==> src/rtl/gpio_edge_pkg.sv <==
package gpio_edge_pkg;
   typedef enum logic [2:0] {
      REG_LEVEL = 3'd0,
      REG_DIR   = 3'd1,
      REG_SET   = 3'd2,
      REG_CLR   = 3'd3,
      REG_REN   = 3'd4,
      REG_FEN   = 3'd5,
      REG_STAT  = 3'd6,
      REG_ALT   = 3'd7
   } gpio_reg_e;

   function automatic gpio_reg_e reg_of(input logic [2:0] word_idx);
      return gpio_reg_e'(word_idx);
   endfunction
endpackage

==> src/rtl/gpio_sync.sv <==
module gpio_sync #(
   parameter int WIDTH  = 28,
   parameter int STAGES = 2
) (
   input  logic             clk,
   input  logic             rst_n,
   input  logic [WIDTH-1:0] din,
   output logic [WIDTH-1:0] dout
);
   logic [WIDTH-1:0] stg [STAGES];

   always_ff @(posedge clk or negedge rst_n) begin
      if (!rst_n) stg[0] <= '0;
      else        stg[0] <= din;
   end

   for (genvar i = 1; i < STAGES; i++) begin : g_stage
      always_ff @(posedge clk or negedge rst_n) begin
         if (!rst_n) stg[i] <= '0;
         else        stg[i] <= stg[i-1];
      end
   end

   assign dout = stg[STAGES-1];
endmodule

==> src/rtl/gpio_edge_det.sv <==
module gpio_edge_det #(
   parameter int WIDTH = 28
) (
   input  logic             clk,
   input  logic             rst_n,
   input  logic [WIDTH-1:0] level,
   input  logic [WIDTH-1:0] rise_en,
   input  logic [WIDTH-1:0] fall_en,
   input  logic             clr_we,
   input  logic [WIDTH-1:0] clr_mask,
   output logic [WIDTH-1:0] status
);
   logic [WIDTH-1:0] prev_q;
   logic [WIDTH-1:0] hit;
   logic [WIDTH-1:0] keep;

   always_comb begin
      hit  = (level & ~prev_q & rise_en) | (~level & prev_q & fall_en);
      keep = clr_we ? (status & ~clr_mask) : status;
   end

   always_ff @(posedge clk or negedge rst_n) begin
      if (!rst_n) begin
         prev_q <= '0;
         status <= '0;
      end else begin
         prev_q <= level;
         status <= keep | hit;   // a new edge outranks a clear
      end
   end
endmodule

==> src/rtl/gpio_edge_ctrl.sv <==
module gpio_edge_ctrl #(
   parameter int NUM_PINS    = 28,
   parameter int NUM_DIRECT  = 11,
   parameter int DATA_W      = 32,
   parameter int ADDR_W      = 5,
   parameter int SYNC_STAGES = 2
) (
   input  logic                  clk,
   input  logic                  rst_n,
   input  logic                  bus_sel,
   input  logic                  bus_wr,
   input  logic [ADDR_W-1:0]     bus_addr,
   input  logic [DATA_W-1:0]     bus_wdata,
   output logic [DATA_W-1:0]     bus_rdata,
   input  logic [NUM_PINS-1:0]   pin_in,
   output logic [NUM_PINS-1:0]   pin_out,
   output logic [NUM_PINS-1:0]   pin_oe,
   output logic [NUM_PINS-1:0]   alt_func,
   output logic [NUM_DIRECT-1:0] irq_direct,
   output logic                  irq_shared
);
   import gpio_edge_pkg::*;

   localparam int SHARED_N = NUM_PINS - NUM_DIRECT;

   initial begin
      assert (NUM_PINS <= DATA_W) else $fatal(1, "NUM_PINS exceeds DATA_W");
      assert (NUM_DIRECT >= 1 && SHARED_N >= 1) else $fatal(1, "bad interrupt split");
      assert (SYNC_STAGES >= 2) else $fatal(1, "SYNC_STAGES below 2");
      assert (ADDR_W >= 5) else $fatal(1, "ADDR_W below 5");
   end

   logic [NUM_PINS-1:0] dir_q, out_q, ren_q, fen_q, alt_q;
   logic [NUM_PINS-1:0] lvl_s, stat_q, wmask;
   logic                wr_en;
   gpio_reg_e           sel_reg;
   logic                unused_bits;

   assign unused_bits = ^{bus_wdata, bus_addr};
   assign wr_en   = bus_sel && bus_wr;
   assign sel_reg = reg_of(bus_addr[4:2]);
   assign wmask   = bus_wdata[NUM_PINS-1:0];

   gpio_sync #(.WIDTH(NUM_PINS), .STAGES(SYNC_STAGES)) u_sync (
      .clk(clk), .rst_n(rst_n), .din(pin_in), .dout(lvl_s)
   );

   gpio_edge_det #(.WIDTH(NUM_PINS)) u_edge (
      .clk(clk), .rst_n(rst_n), .level(lvl_s),
      .rise_en(ren_q), .fall_en(fen_q),
      .clr_we(wr_en && sel_reg == REG_STAT), .clr_mask(wmask),
      .status(stat_q)
   );

   always_ff @(posedge clk or negedge rst_n) begin
      if (!rst_n) begin
         dir_q <= '0;
         out_q <= '0;
         ren_q <= '0;
         fen_q <= '0;
         alt_q <= '0;
      end else if (wr_en) begin
         unique case (sel_reg)
            REG_DIR: dir_q <= wmask;
            REG_SET: out_q <= out_q | wmask;
            REG_CLR: out_q <= out_q & ~wmask;
            REG_REN: ren_q <= wmask;
            REG_FEN: fen_q <= wmask;
            REG_ALT: alt_q <= wmask;
            default: ;
         endcase
      end
   end

   always_comb begin
      logic [NUM_PINS-1:0] v;
      unique case (sel_reg)
         REG_LEVEL: v = lvl_s;
         REG_DIR:   v = dir_q;
         REG_REN:   v = ren_q;
         REG_FEN:   v = fen_q;
         REG_STAT:  v = stat_q;
         REG_ALT:   v = alt_q;
         default:   v = '0;
      endcase
      bus_rdata = '0;
      if (bus_sel && !bus_wr) bus_rdata[NUM_PINS-1:0] = v;
   end

   assign pin_out    = out_q;
   assign pin_oe     = dir_q;
   assign alt_func   = alt_q;
   assign irq_direct = stat_q[NUM_DIRECT-1:0];
   assign irq_shared = |stat_q[NUM_PINS-1:NUM_DIRECT];
endmodule

==> config.mk <==
export PLATFORM = sky130hd
export DESIGN_NAME = gpio_edge_ctrl
export DESIGN_NICKNAME = d
export VERILOG_FILES = /design/src/rtl/gpio_edge_pkg.sv /design/src/rtl/gpio_sync.sv /design/src/rtl/gpio_edge_det.sv /design/src/rtl/gpio_edge_ctrl.sv
export SDC_FILE = /design/constraint.sdc
export NUM_CORES = 1
export LEC_CHECK = 0
export ABC_AREA = 1
export BUFFER_PORTS_ARGS = -buffer_cell sky130_fd_sc_hd__buf_2
export CAP_MARGIN = 20
export CORE_MARGIN = 2
export CORE_UTILIZATION = 45
export DETAILED_ROUTE_END_ITERATION = 7
export PLACE_DENSITY_LB_ADDON = 0.12
export SETUP_SLACK_MARGIN = 0.5
export SLEW_MARGIN = 5
export SYNTH_ARGS = -nofsm -noshare
export SYNTH_HDL_FRONTEND = slang
export SYNTH_SLANG_ARGS = --single-unit
==> constraint.sdc <==
create_clock -name clk -period 5 [get_ports clk]
set_input_delay 1.25 -clock clk [delete_from_list [all_inputs] [get_ports clk]]
set_output_delay 1.25 -clock clk [all_outputs]
set_load 0.05 [all_outputs]
## Word level (Yosys, flattened, before mapping)

Index checks and enable logic that the tools add are counted.

| cells by class | value |
|---|---|
| bitwise gates (word level) | 12 |
| reduce and logical (&&, ||, !) cells | 12 |
| muxes and demuxes | 4 |
| eq/ne operators | 7 |

Operators by type and width:

| cell | number |
|---|---|
| bitwise AND 28 bit | 6 |
| case mux 28 bit (6 select lines) | 1 |
| inverter 28 bit | 3 |
| bitwise OR 28 bit | 3 |
| two-way mux 28 bit | 2 |
| case mux 28 bit (2 select lines) | 1 |
| OR reduction 17 bit | 1 |
| == test 3 bit (second input constant) | 4 |
| AND reduction 2 bit | 5 |
| == test 3 x 2 -> 1 bit (second input constant) | 2 |
| == test 3 x 1 -> 1 bit (second input constant) | 1 |
| logical AND 1 bit | 3 |
| logical NOT 3 bit | 1 |
| nonzero test 2 bit | 1 |
| logical NOT 1 bit | 1 |

| word-level totals | value |
|---|---|
| input bits | 69 |
| flip-flop bits (word level) | 252 |
| output and inout port bits | 128 |

## Logic depth before layout (Yosys ltp)

| depth | value |
|---|---|
| word-level depth | 5 |
| gate-level depth with buffers | 8 |

## Cells and area by module

From an unflattened synthesis, not the netlist that was laid out.

| second synthesis, totals | value |
|---|---|
| cell total of the unflattened synthesis | 1264 |
| area, all modules | 10973.0 µm² |

By module, submodules not included:

| module | area an instance (µm²) | cells an instance | times used | sequential area each (µm²) |
|---|---|---|---|---|
| gpio_edge_ctrl | 7085.5 | 925 | 1 | 3503.4 |
| gpio_edge_det | 2275.9 | 255 | 1 | 1401.3 |
| gpio_sync | 1611.5 | 84 | 1 | 1401.3 |

## Least setup slack after synthesis

OpenSTA, ideal clock, no wires.

| timing path | value |
|---|---|
| kind | input port to output port |
| start | input bus_addr[2] |
| end | output bus_rdata[11] |
| cell stages on the path | 8 |
| setup slack | 0.934 ns |
| arrival time | 2.816 ns |
| cell sequence | buf_2 nor2_1 buf_4 buf_2 nand3_1 nand2_1 nor2_1 a21oi_1 |

| on the way | value |
|---|---|
| cells in the longest elaborated chain, start to end | 3 |

RTL lines:

| what | line | text |
|---|---|---|
| start: declaration | gpio_edge_ctrl.sv:12 | `input logic [ADDR_W-1:0] bus_addr,` |
| == test 3 bit, or another cell as far along | gpio_edge_ctrl.sv:77 | `unique case (sel_reg)` |
| case mux 28 bit (6 select lines) * | gpio_edge_ctrl.sv:77 |  |
| two-way mux 28 bit * | gpio_edge_ctrl.sv:87 | `if (bus_sel && !bus_wr) bus_rdata[NUM_PINS-1:0] = v;` |
| end: declaration | gpio_edge_ctrl.sv:14 | `output logic [DATA_W-1:0] bus_rdata,` |

Every way passes the cells marked *; elsewhere a longest branch is shown, timed or not.

## Worst setup path after layout

| timing path | value |
|---|---|
| start | input bus_addr[4] |
| end | output bus_rdata[3] |

Same word-level chain as after synthesis.

==> parameters.txt <==
Parameter                              Value

Worst setup path
  Critical path data required time ... between 3 and 4 ns
  RR Startpoint ... fen_q[19]
  Library cell appearing most often on the critical path ... sky130_fd_sc_hd__buf_4
  Cell family with the largest share of critical-path delay ... buffers and inverters
  Reg2Reg Setup Slack ... just over 4 ns
  CP Cell Sequence ... buf_4 > buf_4 > nand4_1 > nand2_1 > nor2_1 > a21oi_1 > buf_2
  Crit path capture type ... primary output
  Classification of the worst setup path ... in -> out
  Slowest library cell on the worst path ... sky130_fd_sc_hd__buf_4
  Capture point of the worst reg-to-reg path ... u_edge.status[19]
  Number of cells on the worst reg-to-reg path ... 5
  Critical path fanouts, max ... between 40 and 50
  Critical Path AT ... about 3.1 ns
  Type of origin of the critical path ... primary input
  Count of buffer and inverter cells on the critical path ... 3
  Crit path largest cell delay ... 0.57 ns

Timing
  Final Hold Vio Count ... 0
  Setup ws final ... 0.6479 ns
  Number of max-slew violations in the final report ... 0
  Min cycle time layout ... roughly 4.4 ns
  Setup repair after global routing missed its margin ... false
  Final worst clock skew ... ~0.011 ns
  Ratio of final minimum period to clock period ... between 80% and 90%
  Number of setup violations in the final report ... 0
  Headroom to the max-slew limit ... 37.47%
  Hold slack final ... between 0.3 and 0.4 ns
  Worst-margin pin slew ... 0.9380 ns
  Sum of negative setup slack ... 0 ns
  Max frequency ... around 0.23 GHz

Placement
  Placed Instance Area ... 0.01199 mm^2
  Hpwl dp ... 18940 um
  Number of port buffers ... 186
  Worst-case setup slack after placement ... ~0.6 ns
  Gpl congestion ... 0.7806
  # placed instances ... between 1500 and 2000

Detailed routing
  Total via count in the routed design ... 9051
  Drt via density ... 5.305
  DR DRC count ... 0
  Final routed wirelength across all metal layers ... between 30000 and 40000 um
  Initial drt markers ... 740
  DRT Pass-1 Iters ... 5
  WL/cell ... around 18 um
  Antenna violation net count after detailed routing ... 0

Hold path
  Hold Path Class ... reg -> reg
  Min-Delay Endpoint ... u_sync.dout[22]
  Startpoint of the worst hold path ... u_sync.stg[50]
  Cell count of the worst hold path ... 0

Finish
  Share of cells above drive strength 1 ... a little under a fifth
  Fillers ... about 2300
  Leading cell types in the layout, fill and taps excluded ... 252 x sky130_fd_sc_hd__dfrtp_1, 241 x sky130_fd_sc_hd__nand2_1, 182 x sky130_fd_sc_hd__buf_2
  Number of standard cells in the final layout excluding fillers ... 1706
  Final core utilization ... a little over half
  Antenna diode instance count ... 0
  Most common cell after layout, fill and taps aside ... sky130_fd_sc_hd__dfrtp_1
  Post-layout nets ... around 1400
  Post-route design area ... ~0.013 mm^2
  Layout area overhead ... 18.17%

GRT
  Vias in the first global route ... between 8000 and 9000
  Grt total ovfl ... 0
  Pin count of the biggest net entering global routing ... around 120
  GRT Total Usage ... between 20% and 30%
  Global-route wire length before repair ... approximately 50000 um
  Antenna violations before repair ... 0

Logic synthesis
  Syn. warnings ... 0
  Average cell area after synthesis ... 8.913 um^2
  Synth Cell Area ... 0.01087 mm^2
  Number of distinct library cell variants in the gate-level netlist after synthesis ... 22
  FF+latch count, synth ... between 200 and 300
  Register area share after synthesis ... about 58%
  Post-synthesis cell count ... ~1200

Clock tree
  Clock tree from TritonCTS ... built
  H-Tree Depth ... 1
  Hold buffer count at cts ... 0
  Root buffer selected by CTS ... sky130_fd_sc_hd__clkbuf_16
  Number of buffers added for setup after CTS ... 0
  Count of cells resized by post-cts repair ... 0
  Insertion delay of the later-clocked pin in the worst-skew pair ... 0.54 ns
  Num Clock Sinks ... 252
  CTS buffer count ... 28
  Clock input transition at the sequential cells of the worst setup and hold paths ... roughly 0.06 ns
  Clk buf depth ... 3

Outcome
  Outcome ... finished clean

Floorplan
  Initial cell density of the core ... a little under half
  Area of the core ... roughly 0.024 mm^2
  DIE HEIGHT ... approximately 160 um
  Die Outline Area ... 0.02542 mm^2
  Die Wd ... between 150 and 200 um
  Number of top-level pins ... approximately 200
  Total number of placement rows ... 56

Power and ir drop
  Leakage Power ... around 6.2 nW
  Peak supply drop ... about 0.24 mV
  Sum of internal, switching and leakage power ... 5.919 mW
  Power per cell area ... 460.7 mW/mm^2

Run
  Count of maximum capacitance violations ... 0
cells by family (layout without fill, tap and decap cells):
group	count (synthesis)	count (layout)	synth area share [%]
buffers and inverters	187	351	7.847
AO/OA/AOI/OAI	224	224	10.61
flip-flops	252	252	57.99
AND/OR/NAND/NOR	556	556	23.52
other	1	4	0.03449
cells in the mapped netlist (all sizes together):
cell type,count,area share (%)
nand3,62,2.9
clkbuf,23,0.81
nand2,242,8.4
dfrtp,252,58
inv,93,3.2
nand4,105,6.2
nand3b,25,1.7
nor3,4,0.33
conb,1,0.034
a21oi,80,3.7
buf,71,3.8
o21ai,131,6.0
nor2,118,4.1
o21bai,13,0.90
cell type report:
| type | count | area [um^2] | share of cell area, % |
|---|---|---|---|
| sequential | 252 | 6306 | 49.08 |
| timing repair buffer | 213 | 1180 | 9.182 |
| clock buffer | 38 | 798.3 | 6.212 |
| clock inverter | 7 | 50.05 | 0.3895 |
| tap | 319 | 399.1 | 3.106 |
| inverter | 93 | 349.1 | 2.717 |
| multi-input combinational | 784 | 3767 | 29.32 |
worst max path at each step:
stage | startpoint | end | cells after the start
finish | bus_addr[4] | bus_rdata[3] | 7
global route | bus_addr[4] | bus_rdata[21] | 7
CTS | bus_addr[4] | bus_rdata[7] | 7
detailed placement | bus_addr[4] | bus_rdata[7] | 7
global placement | bus_addr[4] | bus_rdata[19] | 7
floorplan | bus_addr[2] | bus_rdata[11] | 8
power by group:
part           internal, mW  switching [mW]
clock                  1.10           0.812
combinational         0.346            1.08
sequential             2.35           0.227
layer usage:
layer	part of all wire (%)	up-vias	wire length, um	GRT usage (%)
met5	0	-	0	0
met4	2.0	0	604	6.074
met3	5.2	39	1568	2.970
met2	45	273	13750	37.23
met1	48	4385	14420	36.01
li1	-	4354	-	-
Note: power is estimated with default switching activity, not from simulation.
